$ cat config.mk
export PLATFORM = sky130hd
export DESIGN_NAME = playfield_serializer
export DESIGN_NICKNAME = d
export VERILOG_FILES = /design/src/rtl/pfs_pkg.sv /design/src/rtl/pfs_regs.sv /design/src/rtl/pfs_locate.sv /design/src/rtl/pfs_pick.sv /design/src/rtl/playfield_serializer.sv
export SDC_FILE = /design/constraint.sdc
export NUM_CORES = 1
export LEC_CHECK = 0
export CORE_ASPECT_RATIO = 0.8
export CORE_MARGIN = 5
export CORE_UTILIZATION = 35
export DETAILED_ROUTE_END_ITERATION = 10
export GPL_ROUTABILITY_DRIVEN = 1
export HOLD_SLACK_MARGIN = 0.05
export PLACE_DENSITY = 0.61
export SLEW_MARGIN = 20
export SYNTH_ARGS = -nofsm -noshare
export SYNTH_HDL_FRONTEND = slang
export SYNTH_SLANG_ARGS = --single-unit
export TNS_END_PERCENT = 50
$ cat constraint.sdc
create_clock -name clk -period 4 [get_ports clk]
set_clock_uncertainty 0.05 [all_clocks]
set_input_delay 0.8 -clock clk [delete_from_list [all_inputs] [get_ports clk]]
set_output_delay 0.8 -clock clk [all_outputs]
set_load 0.005 [all_outputs]
$ cat src/rtl/pfs_pkg.sv
package pfs_pkg;
   typedef enum logic [1:0] {
      SEL_LEAD = 2'd0,
      SEL_MID  = 2'd1,
      SEL_TAIL = 2'd2,
      SEL_NONE = 2'd3
   } sel_e;
endpackage

$ cat src/rtl/pfs_regs.sv
module pfs_regs #(
   parameter int LW = 4,
   parameter int MW = 8,
   parameter int TW = 8,
   parameter int DW = 8
) (
   input  logic          clk,
   input  logic          rst_n,
   input  logic          wr_en,
   input  logic [1:0]    wr_sel,
   input  logic [DW-1:0] wr_data,
   output logic [LW-1:0] lead_q,
   output logic [MW-1:0] mid_q,
   output logic [TW-1:0] tail_q
);
   // Live pattern storage: read twice per line, never snapshotted.
   always_ff @(posedge clk or negedge rst_n) begin
      if (!rst_n) begin
         lead_q <= '0;
         mid_q  <= '0;
         tail_q <= '0;
      end else if (wr_en) begin
         case (pfs_pkg::sel_e'(wr_sel))
            pfs_pkg::SEL_LEAD: lead_q <= wr_data[LW-1:0];
            pfs_pkg::SEL_MID:  mid_q  <= wr_data[MW-1:0];
            pfs_pkg::SEL_TAIL: tail_q <= wr_data[TW-1:0];
            default: ;
         endcase
      end
   end
endmodule

$ cat src/rtl/pfs_locate.sv
module pfs_locate #(
   parameter int HW    = 8,
   parameter int BLANK = 68,
   parameter int LINE  = 228,
   parameter int CPB   = 4,
   parameter int BITS  = 20,
   parameter int IW    = 5
) (
   input  logic [HW-1:0] hpos,
   output logic          visible,
   output logic [IW-1:0] idx
);
   localparam int HALF = BITS * CPB;
   localparam int SH   = $clog2(CPB);

   logic [HW-1:0] rel;
   logic [HW-1:0] off;

   always_comb begin
      visible = (hpos >= HW'(BLANK)) && (hpos < HW'(LINE));
      rel     = hpos - HW'(BLANK);
      // Second half folds back onto the same coarse-pixel index.
      off     = (rel >= HW'(HALF)) ? rel - HW'(HALF) : rel;
   end

   generate
      if ((1 << SH) == CPB) begin : g_shift
         assign idx = IW'(off >> SH);
      end else begin : g_div
         assign idx = IW'(off / HW'(CPB));
      end
   endgenerate
endmodule

$ cat src/rtl/pfs_pick.sv
module pfs_pick #(
   parameter int LW        = 4,
   parameter int MW        = 8,
   parameter int TW        = 8,
   parameter int IW        = 5,
   parameter bit MID_MSB1  = 1'b1,
   parameter bit TAIL_MSB1 = 1'b0
) (
   input  logic [LW-1:0] lead,
   input  logic [MW-1:0] mid,
   input  logic [TW-1:0] tail,
   input  logic [IW-1:0] idx,
   input  logic          visible,
   output logic          pix
);
   localparam int BITS = LW + MW + TW;

   logic [BITS-1:0] seq;   // seq[i] is coarse pixel i of a half

   generate
      for (genvar i = 0; i < LW; i++) begin : g_lead
         assign seq[i] = lead[i];
      end
      for (genvar j = 0; j < MW; j++) begin : g_mid
         if (MID_MSB1) begin : g_rev
            assign seq[LW+j] = mid[MW-1-j];
         end else begin : g_fwd
            assign seq[LW+j] = mid[j];
         end
      end
      for (genvar k = 0; k < TW; k++) begin : g_tail
         if (TAIL_MSB1) begin : g_rev
            assign seq[LW+MW+k] = tail[TW-1-k];
         end else begin : g_fwd
            assign seq[LW+MW+k] = tail[k];
         end
      end
   endgenerate

   assign pix = visible && ({1'b0, idx} < (IW+1)'(BITS)) && seq[idx];
endmodule

$ cat src/rtl/playfield_serializer.sv
module playfield_serializer #(
   parameter int LEAD_W         = 4,
   parameter int MID_W          = 8,
   parameter int TAIL_W         = 8,
   parameter int DATA_W         = 8,
   parameter int BLANK_CLKS     = 68,
   parameter int CLKS_PER_BIT   = 4,
   parameter int LINE_CLKS      = 228,
   parameter bit MID_MSB_FIRST  = 1'b1,
   parameter bit TAIL_MSB_FIRST = 1'b0,
   localparam int HPOS_W        = $clog2(LINE_CLKS + 1)
) (
   input  logic              clk,
   input  logic              rst_n,
   input  logic [HPOS_W-1:0] hpos,
   input  logic              wr_en,
   input  logic [1:0]        wr_sel,
   input  logic [DATA_W-1:0] wr_data,
   output logic              pf_on
);
   localparam int BITS = LEAD_W + MID_W + TAIL_W;
   localparam int IW   = $clog2(BITS);

   generate
      if (BLANK_CLKS + 2 * BITS * CLKS_PER_BIT != LINE_CLKS) begin : g_bad_line
         $error("line length does not equal blank plus two halves");
      end
      if (LEAD_W > DATA_W || MID_W > DATA_W || TAIL_W > DATA_W) begin : g_bad_width
         $error("a pattern field is wider than the write data");
      end
      if (CLKS_PER_BIT < 1) begin : g_bad_cpb
         $error("clocks per coarse pixel must be at least one");
      end
   endgenerate

   logic [LEAD_W-1:0] lead_q;
   logic [MID_W-1:0]  mid_q;
   logic [TAIL_W-1:0] tail_q;
   logic              visible;
   logic [IW-1:0]     idx;

   pfs_regs #(.LW(LEAD_W), .MW(MID_W), .TW(TAIL_W), .DW(DATA_W)) u_regs (
      .clk(clk), .rst_n(rst_n), .wr_en(wr_en), .wr_sel(wr_sel),
      .wr_data(wr_data), .lead_q(lead_q), .mid_q(mid_q), .tail_q(tail_q)
   );

   pfs_locate #(.HW(HPOS_W), .BLANK(BLANK_CLKS), .LINE(LINE_CLKS),
                .CPB(CLKS_PER_BIT), .BITS(BITS), .IW(IW)) u_loc (
      .hpos(hpos), .visible(visible), .idx(idx)
   );

   pfs_pick #(.LW(LEAD_W), .MW(MID_W), .TW(TAIL_W), .IW(IW),
              .MID_MSB1(MID_MSB_FIRST), .TAIL_MSB1(TAIL_MSB_FIRST)) u_pick (
      .lead(lead_q), .mid(mid_q), .tail(tail_q), .idx(idx),
      .visible(visible), .pix(pf_on)
   );
endmodule

======== After elaboration in Yosys (flattened, before gate mapping) ========
Index checks and enable logic that the tools add are counted.
storage, ports and cells
  word-level logic and storage cells ...... 22
  input bits .............................. 21
  bits in registers ....................... 20
  output and inout port bits .............. 1
cells by class
  eq/ne operators ......................... 2
  $add $sub $neg .......................... 2
  magnitude comparators ................... 5
  reduce and logical (&&, ||, !) cells .... 7
  multiplexer cells ....................... 3
operators with widths
  operator               number
  $ge A8 B7 Y1 const B   2
  $lt A8 B8 Y1 const B   1
  $sub A8 B7 Y8 const B  1
  $mux W7                1
  $sub A7 B7 Y7 const B  1
  $lt A5 B6 Y1 const B   1
  $reduce_and A2 Y1      3
  $bmux W1 S5            1
  $lt A5 B5 Y1 const B   1
  $logic_and A1 B1 Y1    3
  $eq A2 B1 Y1 const B   1
  $eq A2 B2 Y1 const B   1
  $logic_not A2 Y1       1
  $mux W1                1

======== Longest topological paths before layout ========
  word-level depth ........................ 6
  depth in mapped cells ................... 11
  gate-level depth less buffers ........... 10

======== Modules after synthesis ========
From an unflattened synthesis, not the netlist that was laid out.
unflattened totals
  cell total of the unflattened synthesis .. 90
  area total of the unflattened synthesis .. 1199.9 um2
by module, submodules not included
  module      seq. area each (um2)  times used  cells each  area each (um2)
  pfs_regs    500.5                 1           43          767.0
  pfs_locate  0.0                   1           31          235.2
  pfs_pick    0.0                   1           16          197.7

======== Worst setup path before layout ========
OpenSTA, ideal clock, no wires.
  kind .................................... input-to-output
  start point ............................. in hpos[2]
  end point ............................... out pf_on
  cell stages on the path ................. 11
  path slack .............................. 0.358 ns
  required time ........................... 3.150 ns
  arrival ................................. 2.792 ns
  path buffers ............................ 1
  cell sequence ........................... buf_2 inv_1 ha_1 xor2_2 inv_2 ha_1 a21bo_2 a21oi_2 mux2_2 nand3b_1 a21oi_1
on the way
  word-level cells in the longest chain between the ends .. 6
  elaborated cells between the ends (all ways) .. 12
  classes of those cells .................. add/sub: 2; order compare: 4; mux: 3; reduce/logical: 3
RTL lines
  what                                                                         RTL line                    source
  start, declared                                                              playfield_serializer.sv:15  input logic [HPOS_W-1:0] hpos,
  $sub A8 B7 Y8                                                                pfs_locate.sv:21            rel = hpos - HW'(BLANK);
  $sub A7 B7 Y7 / $ge A8 B7 Y1 (equally long branches)                         pfs_locate.sv:23            off = (rel >= HW'(HALF)) ? rel - HW'(HALF) : rel;
  $mux W7                                                                      pfs_locate.sv:23
  $bmux W1 S5 / $lt A5 B5 Y1 (equally long branches)                           pfs_pick.sv:40              assign pix = visible && ({1'b0, idx} < (IW+1)'(BITS)) && seq[idx];
  $mux W1 (not written as such) / $logic_and A1 B1 Y1 (equally long branches)  pfs_pick.sv:40
  $logic_and A1 B1 Y1 (*)                                                      pfs_pick.sv:40
  end, declared                                                                playfield_serializer.sv:19  output logic pf_on
Mark *: on every way between the ends. The rest lies on a longest branch, timed or not. The select of a mux whose other input is x is not followed.

======== Worst setup path after layout ========
  start point ............................. in hpos[5]
  end point ............................... out pf_on
The elaborated chain is that of the path after synthesis.

==> metrics.csv <==
metric,value,unit
status,"complete, no violations",
p_int,438.5,uW
cap_viol_max_count,0,
switching_share,27.00,%
stdcell_area,0.001779,sq mm
yosys.cell_types.count,32,
grt_pass1_wl,4.961,mm
final_util,51.62,%
grt_pass1_vias,1042,
dieHeight,63.77,um
cp_max_fo,7,
drt_pre_antenna_iters,4,
routed_wl,2.910,mm
setup_viol,0,
p_switching,162.2,uW
ant_nets,0,
grt_antenna_before_repair,0,
dpl_worst_slack,-433.0,ps
avgViaCountPerCell,5.381,
p_total,600.6,uW
nFillCells,296,
placementRows,19,
die_x,77.22,um
critPathCaptureType,output pin,
tritoncts,done,
setup_ws,149.0,ps
area_growth_syn_to_layout,40.65,%
fin_nets,166,
hold_viol,0,
io_pins,22,
synth_top_family_by_area,multiplexers,
post-route-drc-count,0,
synth-compound-area-share,7.616,%
num_antenna_cells,0,
synth_area,0.001265,sq mm
hp-class,register to register,
period_needed,3851,ps
coreArea,0.003447,sq mm
arrival,3000,ps
syn_avg_cell_area,12.78,sq um
synth-adder-area-share,3.956,%
netlist.area_leader.share,39.56,%
clock_path_buffers,2,
yosysTopAreaCell,dfrtp_1,
fin_crit_sh,96.28,%
clock_power_share,20.7,%
die_area,0.004924,sq mm
critPathKind,input pin to output pin,
yosysWarnings,0,
syn_nets,124,
leakagePower,0.0007302,uW
gp_congestion,0.7813,
multi_input_area,809.5,sq um
synth_seq_cells,20,
grt_max_degree,21,
track_usage,12.38,%
seqCellArea,500.5,sq um
critPathRequiredTime,3150,ps
numClockSinks,20,
syn_inst,99,
drtIter0Drc,13,
post_drt_wl_per_cell,16.08,um
clk_pin_slew,60,ps
port_buffers,21,
synth_seq_area_share,39.56,%
holdBufCountCts,0,
vias,974,
mostFrequentLayoutCells,"mux2_2, buf_4, dfrtp_1",
synth.area.mux_share,31.95,%
pwr-share-comb,35.2,%
seqPwrFrac,44.1,%
numCtsBuffers,3,
max_freq,259.7,MHz
synth_xor_area_share,3.363,%
irDropWorstVdd,226.9,uV
critPathLaunchType,input pin,
clock_latency,250,ps
tns,0,ps
final_max_slew_viol_count,0,
synthSimpleGateAreaFrac,10.98,%
place_area,0.001638,sq mm
cts-root-buf,clkbuf_8,
place_hpwl,2.203,mm
worst_slew_pin_slew,882.5,ps
pwr_density_cell,337.6,mW/mm^2
synth_area_leaders,"dfrtp_1, mux2_2, mux4_2",
cts_htree_levels,1,
grt_overflow_total,0,
start_util,36.70,%
slew_headroom,40.98,%
drive_gt1_share,48.20,%
-- worst max-delay path, stage by stage --
cell and delay [ps]:
clkdlybuf4s50_1 480, buf_4 200, o41ai_2 310, xor2_1 190
buf_4 150, a21oi_4 40, buf_4 140, nor3_2 230
o211ai_2 120, a21oi_2 120, clkdlybuf4s15_1 210
-- cell type report --
cell class / instances / area share, %
Inverter: 4 / 0.8439
Sequential cell: 20 / 28.13
Timing Repair Buffer: 41 / 20.25
Tap cell: 42 / 2.954
Multi-Input combinational cell: 71 / 45.50
Clock buffer: 3 / 2.321
-- stage by stage --
step | instances | hold WS [ps]
4_1_cts | 181 | 457.6
3_3_place_gp | 175 | 436.4
5_1_grt | 181 | 469.9
2_1_floorplan | 99 | 423.9
3_5_place_dp | 175 | 442.2
6_report | 181 | 455.0
-- routing by layer --
| metal | up-vias | global-route usage [%] | wire, um | share of wire (%) |
|---|---|---|---|---|
| met1 | 487 | 15.66 | 1268 | 44 |
| li1 | 461 | - | - | - |
| met4 | 0 | 3.219 | 9 | 0.31 |
| met5 | - | 0 | 0 | 0 |
| met2 | 24 | 21.11 | 1466 | 50 |
| met3 | 2 | 3.230 | 166 | 5.7 |
-- state kept, by name, summed over array words and instances, names as in the netlist --
signal and cells:
u_regs.tail_q 8, u_regs.lead_q 4, u_regs.mid_q 8
-- Yosys cell counts --
| cell | count |
|---|---|
| a21bo_2 | 1 |
| a21oi_1 | 2 |
| a21oi_2 | 1 |
| and3_1 | 1 |
| buf_1 | 1 |
| buf_2 | 2 |
| clkbuf_1 | 1 |
| dfrtp_1 | 20 |
| ha_1 | 4 |
| inv_1 | 3 |
| inv_2 | 1 |
| mux2_2 | 21 |
| mux2i_1 | 1 |
| mux4_2 | 7 |
| nand2_1 | 3 |
| nand2b_1 | 1 |
| nand3_1 | 1 |
| nand3b_1 | 4 |
| nand4_1 | 1 |
| nor2_1 | 1 |
| nor3_1 | 5 |
| nor3b_1 | 5 |
| o211ai_2 | 1 |
| o21a_1 | 1 |
| o21ai_0 | 1 |
| o31a_1 | 1 |
| o32ai_2 | 1 |
| o41ai_1 | 2 |
| or2b_1 | 1 |
| xnor2_1 | 1 |
| xor2_1 | 2 |
| xor2_2 | 1 |
-- cell families (layout without fill, tap and decap cells) --
logic type               after synthesis  count (layout)
multiplexers                          29              29
AND/OR/NAND/NOR                       23              23
flip-flops                            20              20
AO/OA/AOI/OAI                         11              11
buffers and inverters                  8              48
adder cells (fa/ha/maj)                4               4
XOR/XNOR                               4               4
-- power by group through the flow --
stage | combinational [uW] | clock (uW) | sequential [uW]
3_3_place_gp | 190 | 0 | 267
3_5_place_dp | 193 | 0 | 269
4_1_cts | 206 | 128 | 265
2_1_floorplan | 125 | 0 | 258
6_report | 211 | 124 | 265
5_1_grt | 228 | 139 | 270
-- what timing repair did --
action,4_1_cts,5_1_grt
cloned,0,0
pin swaps,5,3
setup buffers,3,0
gates resized for setup,13,7
endpoints found under the setup margin,1,1
-- final timing paths --
| path | startpoint | endpoint | slack [ps] | cells past startpoint |
|---|---|---|---|---|
| min | u_regs.mid_q[3] | u_regs.mid_q[3] | 460 | 1 |
| min in group asynchronous | rst_n | u_regs.mid_q[0] | 1000 | 1 |
| max | hpos[5] | pf_on | 150 | 11 |
| max in group asynchronous | rst_n | u_regs.lead_q[2] | 2360 | 1 |
| max reg2reg | u_regs.mid_q[1] | u_regs.mid_q[1] | 3170 | 1 |
| min reg2reg | u_regs.mid_q[3] | u_regs.mid_q[3] | 460 | 1 |
No activity file was read; power rests on OpenSTA's default activity.
